--- config.mk ---
export PLATFORM = sky130hd
export DESIGN_NAME = seglut_eval
export DESIGN_NICKNAME = d
export VERILOG_FILES = /design/src/rtl/seglut_pkg.sv /design/src/rtl/seglut_region_sel.sv /design/src/rtl/seglut_region_rom.sv /design/src/rtl/seglut_merge.sv /design/src/rtl/seglut_eval.sv
export SDC_FILE = /design/constraint.sdc
export NUM_CORES = 1
export LEC_CHECK = 0
export BUFFER_PORTS_ARGS = -buffer_cell sky130_fd_sc_hd__clkbuf_2
export CAP_MARGIN = 25
export CORE_AREA = 4 4 101 103
export DETAILED_ROUTE_END_ITERATION = 8
export DIE_AREA = 0 0 105 107
export PLACE_DENSITY = 0.63
export SYNTH_ARGS = -nofsm -noshare
export SYNTH_HDL_FRONTEND = slang
export SYNTH_HIERARCHICAL = 1
export SYNTH_SLANG_ARGS = --single-unit
--- constraint.sdc ---
create_clock -name clk -period 3.9 [get_ports clk]
set_clock_uncertainty 0.05 [all_clocks]
set_input_delay 0.39 -clock clk [delete_from_list [all_inputs] [get_ports clk]]
set_output_delay 0.39 -clock clk [all_outputs]
set_load 0.005 [all_outputs]
--- src/rtl/seglut_pkg.sv ---
package seglut_pkg;

   localparam int FN_RECIP  = 0;
   localparam int FN_SQUARE = 1;

   // Clip a non-negative value to the largest unsigned number of w bits.
   function automatic longint clip_to(input longint v, input int w);
      longint top;
      top = (longint'(1) <<< w) - 1;
      if (v < 0)   return 0;
      if (v > top) return top;
      return v;
   endfunction

   // Scaled reciprocal measured from the table origin.
   function automatic longint recip_at(input int s, input int origin,
                                       input longint scale, input int bias,
                                       input int w);
      longint den;
      den = longint'(s) - longint'(origin) + longint'(bias);
      if (den <= 0) return clip_to(-1 * 0 + (longint'(1) <<< w), w);
      return clip_to(scale / den, w);
   endfunction

   // Scaled square measured from the table origin.
   function automatic longint square_at(input int s, input int origin,
                                        input int shift, input int w);
      longint d;
      d = longint'(s) - longint'(origin);
      return clip_to((d * d) >>> shift, w);
   endfunction

endpackage

--- src/rtl/seglut_region_sel.sv ---
module seglut_region_sel #(
   parameter int IN_W = 12,
   parameter int NREG = 4,
   parameter int BOUND [NREG+1] = '{-512, -256, 0, 512, 1536}
) (
   input  logic signed [IN_W-1:0] x,
   output logic [NREG-1:0]        hit,
   output logic                   below,
   output logic                   above
);

   int  xv;
   logic found;

   always_comb begin
      xv    = int'(x);
      below = (xv < BOUND[0]);
      above = (xv >= BOUND[NREG]);
      hit   = '0;
      found = 1'b0;
      // first region whose upper bound exceeds the input
      for (int r = 0; r < NREG; r++) begin
         if (!found && (xv < BOUND[r+1])) begin
            hit[r] = 1'b1;
            found  = 1'b1;
         end
      end
      if (!found) hit[NREG-1] = 1'b1;
   end

endmodule

--- src/rtl/seglut_region_rom.sv ---
module seglut_region_rom #(
   parameter int     IN_W     = 12,
   parameter int     OUT_W    = 16,
   parameter int     LO       = 0,
   parameter int     HI       = 256,
   parameter int     STEP     = 4,
   parameter int     ORIGIN   = 0,
   parameter int     FUNC     = 0,
   parameter longint SCALE    = 1048576,
   parameter int     BIAS     = 64,
   parameter int     SQ_SHIFT = 6,
   parameter bit     CLAMP_LO = 1'b0,
   parameter bit     CLAMP_HI = 1'b0
) (
   input  logic signed [IN_W-1:0] x,
   input  logic                   hit,
   input  logic                   below,
   input  logic                   above,
   output logic [OUT_W-1:0]       data
);

   localparam int SPAN  = HI - LO;
   localparam int DEPTH = SPAN >>> STEP;
   localparam int IDX_W = (DEPTH > 1) ? $clog2(DEPTH) : 1;

   logic [OUT_W-1:0] rom [DEPTH];

   for (genvar k = 0; k < DEPTH; k++) begin : g_entry
      localparam int SAMPLE = LO + (k <<< STEP);
      if (FUNC == seglut_pkg::FN_SQUARE) begin : g_sq
         assign rom[k] = OUT_W'(seglut_pkg::square_at(SAMPLE, ORIGIN,
                                                      SQ_SHIFT, OUT_W));
      end else begin : g_rc
         assign rom[k] = OUT_W'(seglut_pkg::recip_at(SAMPLE, ORIGIN,
                                                     SCALE, BIAS, OUT_W));
      end
   end

   int           off;
   logic [IDX_W-1:0] idx;

   always_comb begin
      off = int'(x) - LO;
      if (CLAMP_LO && below)
         idx = '0;
      else if (CLAMP_HI && above)
         idx = IDX_W'(DEPTH - 1);
      else if (off >= 0 && off < SPAN)
         idx = IDX_W'(off >>> STEP);
      else
         idx = '0;
   end

   assign data = hit ? rom[idx] : '0;

endmodule

--- src/rtl/seglut_merge.sv ---
module seglut_merge #(
   parameter int OUT_W = 16,
   parameter int NREG  = 4
) (
   input  logic [OUT_W-1:0] parts [NREG],
   output logic [OUT_W-1:0] y
);

   always_comb begin
      y = '0;
      for (int r = 0; r < NREG; r++) y = y | parts[r];
   end

endmodule

--- src/rtl/seglut_eval.sv ---
module seglut_eval #(
   parameter int     IN_W     = 12,
   parameter int     OUT_W    = 16,
   parameter int     NREG     = 4,
   parameter int     BOUND [NREG+1] = '{-512, -256, 0, 512, 1536},
   parameter int     STEP_EXP [NREG] = '{3, 4, 5, 6},
   parameter int     FUNC     = 0,
   parameter longint SCALE    = 1048576,
   parameter int     BIAS     = 64,
   parameter int     SQ_SHIFT = 6
) (
   input  logic                   clk,
   input  logic                   rst,
   input  logic signed [IN_W-1:0] x_in,
   output logic [OUT_W-1:0]       y_out
);

   localparam int X_MIN = -(1 <<< (IN_W - 1));
   localparam int X_MAX = (1 <<< (IN_W - 1)) - 1;

   // elaboration-time parameter checks
   if (FUNC != seglut_pkg::FN_RECIP && FUNC != seglut_pkg::FN_SQUARE) begin : g_bad_fn
      $error("seglut_eval: FUNC selects no known shape");
   end
   if (BOUND[0] < X_MIN || BOUND[NREG] > X_MAX + 1) begin : g_bad_rng
      $error("seglut_eval: bounds outside the input range");
   end
   for (genvar r = 0; r < NREG; r++) begin : g_cfg_chk
      if (BOUND[r+1] <= BOUND[r]) begin : g_order
         $error("seglut_eval: bounds must ascend strictly");
      end
      if (((BOUND[r+1] - BOUND[r]) % (1 <<< STEP_EXP[r])) != 0) begin : g_align
         $error("seglut_eval: region span not a multiple of its step");
      end
   end

   logic [NREG-1:0]  reg_hit;
   logic             in_below;
   logic             in_above;
   logic [OUT_W-1:0] parts [NREG];
   logic [OUT_W-1:0] merged;
   logic [OUT_W-1:0] y_q;

   seglut_region_sel #(
      .IN_W  (IN_W),
      .NREG  (NREG),
      .BOUND (BOUND)
   ) u_sel (
      .x     (x_in),
      .hit   (reg_hit),
      .below (in_below),
      .above (in_above)
   );

   for (genvar r = 0; r < NREG; r++) begin : g_region
      seglut_region_rom #(
         .IN_W     (IN_W),
         .OUT_W    (OUT_W),
         .LO       (BOUND[r]),
         .HI       (BOUND[r+1]),
         .STEP     (STEP_EXP[r]),
         .ORIGIN   (BOUND[0]),
         .FUNC     (FUNC),
         .SCALE    (SCALE),
         .BIAS     (BIAS),
         .SQ_SHIFT (SQ_SHIFT),
         .CLAMP_LO (r == 0),
         .CLAMP_HI (r == NREG - 1)
      ) u_rom (
         .x     (x_in),
         .hit   (reg_hit[r]),
         .below (in_below),
         .above (in_above),
         .data  (parts[r])
      );
   end

   seglut_merge #(
      .OUT_W (OUT_W),
      .NREG  (NREG)
   ) u_merge (
      .parts (parts),
      .y     (merged)
   );

   always_ff @(posedge clk) begin
      if (rst) y_q <= '0;
      else     y_q <= merged;
   end

   assign y_out = y_q;

endmodule

==> results of run 1 <==
[area by class of cell]
type	instances	area share [%]
sequential	16	9.51
tap	111	4.12
multi-input combinational	356	73.7
timing repair buffer	41	7.21
clock buffer	4	1.64
inverter	34	3.79
[power by group]
group	leakage, nW	switching (mW)	internal (mW)	total, mW
clock network	0.0288	0.0597	0.0895	0.149
registers	0.133	0.00258	0.174	0.177
logic	1.39	0.148	0.0941	0.242
[worst max path at each step]
stage | startpoint | to | slack (ns) | cells past startpoint
2_1_floorplan | x_in[8] | y_out[5] | 0.50 | 13
3_3_place_gp | x_in[9] | y_out[5] | 0.20 | 13
3_5_place_dp | x_in[9] | y_out[8] | 0.16 | 13
4_1_cts | x_in[9] | y_out[5] | 0.40 | 13
5_1_grt | x_in[9] | y_out[8] | 0.09 | 13
6_report | x_in[9] | y_out[5] | 0.38 | 13
[metrics by stage]
step	total power [mW]	instance area [µm²]	setup slack, ns	utilization (%)	hold slack [ns]
final	0.568	3370	0.383	36.6	0.532
after global routing	0.604	3370	0.0911	36.6	0.587
after CTS	0.568	3370	0.401	36.6	0.541
after detailed placement	0.418	3310	0.159	36.0	0.712
after global placement	0.414	3310	0.199	36.0	0.712
after floorplan	0.359	3210	0.505	-	0.548
[routing by layer]
metal	GRT usage (%)	wire, µm
met5	0	0
met4	4.03	208
met3	1.38	568
met2	26.4	4080
met1	22.1	4130
[cells in the final DEF (no fill, tap or decap), types with 5 or more instances in the layout]
| cell type | synthesis | routed |
|---|---|---|
| sky130_fd_sc_hd__clkbuf_2 | 0 | 26 |
| sky130_fd_sc_hd__and2_1 | 9 | 9 |
| sky130_fd_sc_hd__nand2_2 | 5 | 5 |
| sky130_fd_sc_hd__dfxtp_1 | 16 | 16 |
| sky130_fd_sc_hd__or4_1 | 17 | 17 |
| sky130_fd_sc_hd__a31oi_1 | 6 | 6 |
| sky130_fd_sc_hd__nor2_1 | 32 | 32 |
| sky130_fd_sc_hd__and2b_2 | 6 | 6 |
| sky130_fd_sc_hd__o21ai_1 | 6 | 6 |
| sky130_fd_sc_hd__mux2_2 | 6 | 6 |
| sky130_fd_sc_hd__mux2i_1 | 7 | 7 |
| sky130_fd_sc_hd__buf_4 | 21 | 15 |
| sky130_fd_sc_hd__a21oi_1 | 34 | 34 |
| sky130_fd_sc_hd__conb_1 | 4 | 16 |
| sky130_fd_sc_hd__o211ai_1 | 5 | 5 |
| sky130_fd_sc_hd__o22ai_1 | 6 | 6 |
| sky130_fd_sc_hd__o21ai_0 | 20 | 20 |
| sky130_fd_sc_hd__nand3_1 | 10 | 10 |
| sky130_fd_sc_hd__nor2b_2 | 7 | 7 |
| sky130_fd_sc_hd__o21a_1 | 8 | 8 |
| sky130_fd_sc_hd__nor2b_1 | 9 | 9 |
| sky130_fd_sc_hd__ha_1 | 33 | 33 |
| sky130_fd_sc_hd__nand2_1 | 29 | 29 |
| sky130_fd_sc_hd__a211oi_1 | 7 | 7 |
| sky130_fd_sc_hd__a221oi_1 | 5 | 5 |
| sky130_fd_sc_hd__inv_1 | 33 | 33 |
| sky130_fd_sc_hd__a21o_1 | 5 | 5 |
[synthesized netlist by cell type (7+ instances only)]
| cell type | instances | area (µm²) |
|---|---|---|
| sky130_fd_sc_hd__inv_1 | 33 | 124 |
| sky130_fd_sc_hd__buf_2 | 9 | 45.0 |
| sky130_fd_sc_hd__nor2b_2 | 7 | 61.3 |
| sky130_fd_sc_hd__a21oi_1 | 34 | 170 |
| sky130_fd_sc_hd__dfxtp_1 | 16 | 320 |
| sky130_fd_sc_hd__nand2_1 | 29 | 109 |
| sky130_fd_sc_hd__clkbuf_1 | 7 | 26.3 |
| sky130_fd_sc_hd__o21a_1 | 8 | 60.1 |
| sky130_fd_sc_hd__nor2b_1 | 9 | 56.3 |
| sky130_fd_sc_hd__o21ai_0 | 20 | 100 |
| sky130_fd_sc_hd__mux2i_1 | 7 | 70.1 |
| sky130_fd_sc_hd__and2_1 | 9 | 56.3 |
| sky130_fd_sc_hd__a211oi_1 | 7 | 52.6 |
| sky130_fd_sc_hd__or4_1 | 17 | 128 |
| sky130_fd_sc_hd__nor2_1 | 32 | 120 |
| sky130_fd_sc_hd__ha_1 | 33 | 413 |
| sky130_fd_sc_hd__buf_4 | 21 | 158 |
| sky130_fd_sc_hd__nand3_1 | 10 | 50.1 |
[worst max-delay path, cell delays in order]
cell	delay [ns]
sky130_fd_sc_hd__clkbuf_2	0.25
sky130_fd_sc_hd__ha_1	0.30
sky130_fd_sc_hd__or4b_1	0.48
sky130_fd_sc_hd__o22ai_2	0.26
sky130_fd_sc_hd__and2_1	0.25
sky130_fd_sc_hd__inv_1	0.13
sky130_fd_sc_hd__ha_1	0.30
sky130_fd_sc_hd__inv_1	0.10
sky130_fd_sc_hd__o21ai_0	0.07
sky130_fd_sc_hd__mux2_2	0.28
sky130_fd_sc_hd__o2111a_1	0.11
sky130_fd_sc_hd__or4_1	0.51
sky130_fd_sc_hd__nor2b_2	0.16
[kinds of logic (layout without fill, tap and decap cells)]
kind of cell / Yosys count / after routing / synth area share [%]
AOI/OAI and AO/OA: 135 / 135 / 29.2
and+or+nand+nor: 156 / 156 / 29.2
buffers and inverters: 76 / 79 / 12.8
xor gates and xnor gates: 3 / 3 / 0.831
other: 4 / 16 / 0.475
DFF: 16 / 16 / 10.1
adders and majority gates: 33 / 33 / 13.1
muxes: 13 / 13 / 4.35
==> run summary, run 1 <==
The register with the most flip-flops in the layout has 16 of them. The repair_antennas step left the layout with diodes totalling 0. At the worst endpoint, the required time is between 3 and 4 ns. The worst hold path belongs to the class primary input to flop.

The net total in the final layout is 499. The I/O pin count came out at 30. The area of the core region is between 9000 and 10000 µm².

In the synthesized netlist the dominant register cell turns out to be sky130_fd_sc_hd__dfxtp_1. The total length of routed wires is 8990 µm. The worst pin sits at a relative slew slack of 42.9%. The area occupied by multi-input gates is around 2500 µm². The area occupied by registers is 320 µm².

The post-synth design cell area came out at between 3000 and 4000 µm². The CTS H-tree depth is 1. Along the worst hold path, the cell count comes to 2. The initialized floorplan defines 35 standard-cell rows. The clock sink count is 16. The maximum number of buffers from clock root to sink came out at 2. The weighted congestion at the end of routability-driven global placement is 0.938. Along the worst path, the maximum fanout reaches 13.

Each instance of the synthesized netlist takes up on average about 7.3 µm². The share of the cycle needed by the critical path after routing came out at 90.2%. The initial core utilization is 34.4%. The first global-routing pass estimated between 15000 and 20000 µm of wire. The buffer count from post-CTS setup fixing came out at 0.

The pin count of the biggest net entering global routing is 41. Counting flops and latches in the post-synthesis netlist gives 16. The number of standard cells in the final layout excluding fillers came out at 562. The number of global-route vias before repair came out at 3061. The minimum clock period after layout is 3.52 ns. From synthesis to final layout, the design area changed by 6.45%. Setup violations remaining at the end of the flow were counted as 0. The chip width came out at between 100 and 150 µm. After clock tree synthesis, the clock-pin slew on the worst setup and hold paths is approximately 0.070 ns.

The final count of pins violating max slew is 0. The areal power density over the cells is around 170 nW/µm². Before antenna repair, the detailed router went through 5 iterations.

The post-cts sizing count is 0. The remaining antenna violation count after routing is 0. The flow ran to the end, and the final reports show no timing, DRC or antenna violations. The TritonCTS clock tree is done. After legalization and detailed placement, the total HPWL measured 6910 µm. After global routing the overflow that remains totals 0. The final routed wire length divided by cell count is approximately 16 µm.

The Yosys step of the flow raised 6 warnings. The final-layout fill cell count came out at around 1000. The element type at the critical path start is a primary input.

For this design the static power due to leakage is 1.55 nW. The number of CTS-inserted buffers came out at 3. The path with the worst hold slack has its endpoint at y_out[8]. Synthesis produced 436 cells. The cell count after placement is 558.

The number of flops mapped to enable cells by yosys came out at 0. In this run the tool buffered the top-level ports with 26 buffer cells. Static timing analysis puts the maximum clock frequency at approximately 280 MHz. The number of hold buffers added after cts is 0.

The worst IR drop on VDD came out at 0.000127 V. The launch instance of the worst min-delay path is rst. After detailed routing, the number of vias per cell comes to roughly 5.7.

The height of the die is roughly 110 µm. The worst setup path is of the primary input to flop kind. For this block, the via count after detailed routing is 3197. The tool flagged a number of max-cap violations equal to 0. The detailed router's first-iteration violation count is approximately 280. Setup repair after global routing left no endpoint under its margin. The die covers 11200 µm². The final hold violation count is 0.

The share of flip-flops with an asynchronous set or reset after synthesis came out at 0%. After synthesis, flip-flops and latches occupy between 10% and 20% of the total area. The share of cells above drive strength 1 came out at 19.5%. In this run the clock root is driven by a sky130_fd_sc_hd__clkbuf_8. The initial antenna violation count came to 0. Across every metal layer, demand over resource in global routing totals around 16%. The netlist uses 77 different library cells.

The setup TNS is 0 ns. The measured slew at the worst slew-check pin came out at 0.857 ns. The type of destination of the critical path is a flop. The data arrival time of the critical path is 3.59 ns. The post-detailed-route DRC marker count is 0.
Power figures use the tool's default switching activity.
==> run 2: changes to the inputs <==
CTS_CLUSTER_DIAMETER = 60   (was unset)
RECOVER_POWER = 50   (was unset)
==> run summary, run 2 (synthesis results as in run 1) <==
The floorplan row count came out at 35. CTS placed an instance of sky130_fd_sc_hd__clkbuf_8 at the clock tree root. In the routed layout, each cell is associated on average with a via count of about 5.7. The worst IR drop on VDD is 0.000127 V. Leaving out fill and tap cells, the most frequent cell in the layout is sky130_fd_sc_hd__a21oi_1. From synthesis to final layout, the design area changed by 6.21%. Setup repair after global routing left no endpoint under its margin. The final worst slack came out at ~0.38 ns. In this run the worst hold path is classified as primary input to flop. The utilization after layout came out at 36.5%. The clock sink count came out at 16. The detailed router's first-iteration violation count came out at around 280. The setup TNS came out at 0 ns. The startpoint-to-endpoint class of the critical path is primary input to flop. The analysis attributes to cell leakage a power of 1.53 nW.

The number of diodes came out at 0. The final HPWL from detailed placement came out at 6910 µm. The pin count of the biggest net entering global routing is 41. The register with the most flip-flops in the layout has 16 of them. The critical path goes through clkbuf_2, ha_1, or4b_1, o22ai_2, and2_1, inv_1, ha_1, inv_1, o21ai_0, mux2_2, o2111a_1, or4_1, nor2b_2. The remaining global-route overflow came out at 0.

The data arrival time of the critical path came out at about 3.6 ns. The number of buffers and inverters on the critical path is 3. The library cell contributing the largest single delay on the critical path is sky130_fd_sc_hd__or4_1. The total routing usage reported by global routing came out at 15.9%. The die is 105 µm wide. The final hold violation count came out at 0.

The die area came out at 11200 µm². The final layout contains about 500 nets. The CTS H-tree depth is 1. In this run the count of I/O pins placed on the die edge is 30.

The number of global-route vias before repair was 3061. The max-capacitance violation count came out at 0. The weighted congestion at the end of routability-driven global placement is between 0.9 and 1. The height of the die came out at between 100 and 150 µm. In this run the remaining antenna-violating nets after routing total 0. In this design, the largest share of critical-path delay is due to simple AND/OR/NAND/NOR gates. STA classifies the critical path startpoint as a primary input. Clock-pin slew was measured on the worst setup and hold paths at 0.07 ns. The final routed wire length divided by cell count is 16.1 µm. Buffers inserted to repair hold after CTS numbered 0.

The first detailed-routing pass ran for 5 iterations. The maximum number of buffers from clock root to sink is 2. The measured slew at the worst slew-check pin is 0.856 ns. TritonCTS created 3 clock buffers. The initial core utilization came out at 34.4%. The share of cells above drive strength 1 is 18.2%. The worst slack at placement is 0.159 ns. The flow ran to the end, and the final reports show no timing, DRC or antenna violations. Counting I/O delays and the setup requirement, the final critical path takes 3.52 ns.

The area of the core region is a little over 9000 µm². The worst slew margin relative to its limit is around 43%. The required time reported for the critical path endpoint came out at 3.98 ns. The initial antenna violation count is 0. The post-detailed-route DRC marker count came out at 0.

The worst setup path is captured at a flop. Of the available clock period, the critical path in the final layout requires 90.2%. On the worst path, the slowest cell contributes a delay of roughly 0.51 ns. The cell count after placement is 558. The global-route wire length before repair is 15200 µm. Setup violations remaining at the end of the flow were counted as 0. In this run the power density over the cells is 169 nW/µm². The largest fanout of any net on the critical path came out at 13. The number of vias in the routed layout came out at 3218. The top achievable clock speed came out at 284 MHz.

The filler cells instantiated in the layout total 1014. The buffer count from post-CTS setup fixing came out at 0. The final count of pins violating max slew is 0. The overall power consumption came out at around 0.57 mW. The post-cts sizing count is 0.

In the layout the commonest cells are sky130_fd_sc_hd__a21oi_1, sky130_fd_sc_hd__inv_1, sky130_fd_sc_hd__ha_1. The number of standard cells in the final layout excluding fillers came out at 562. TritonCTS built the clock tree. Summed over all layers, the routed wires come to 9030 µm. The number of input and output port buffers inserted is 26.
[run 2: final timing paths]
kind,to,slack [ns],from,depth (start not counted)
hold / removal,y_out[8],0.53,rst,2
setup / recovery,y_out[5],0.38,x_in[9],13
[run 2: cell type report]
type                            instances  area [µm²]  area share [%]
Multi-Input combinational cell        356        2480            73.9
Sequential cell                        16         320            9.53
Timing Repair Buffer                   41         235            7.00
Tap cell                              111         139            4.13
Inverter                               34         128            3.80
Clock buffer                            4        55.1            1.64
[run 2: per-layer routing]
layer / GRT usage [%] / part of all wire, % / wire, µm / up-vias
li1: - / - / - / 1571
met2: 26.4 / 46 / 4140 / 153
met5: 0 / 0 / 0 / -
met3: 1.38 / 6.3 / 570 / 16
met1: 22.1 / 46 / 4170 / 1478
met4: 4.03 / 1.6 / 148 / 0
[run 2: per-stage QoR]
step | area [µm²] | hold slack, ns
2_1_floorplan | 3210 | 0.548
3_3_place_gp | 3310 | 0.712
3_5_place_dp | 3310 | 0.712
4_1_cts | 3370 | 0.541
5_1_grt | 3360 | 0.587
6_report | 3360 | 0.532
[run 2: where the power goes]
group          switching (mW)  leakage (nW)  internal, mW
Combinational           0.148          1.37        0.0932
Clock                  0.0598        0.0288        0.0895
Sequential            0.00254         0.133         0.174
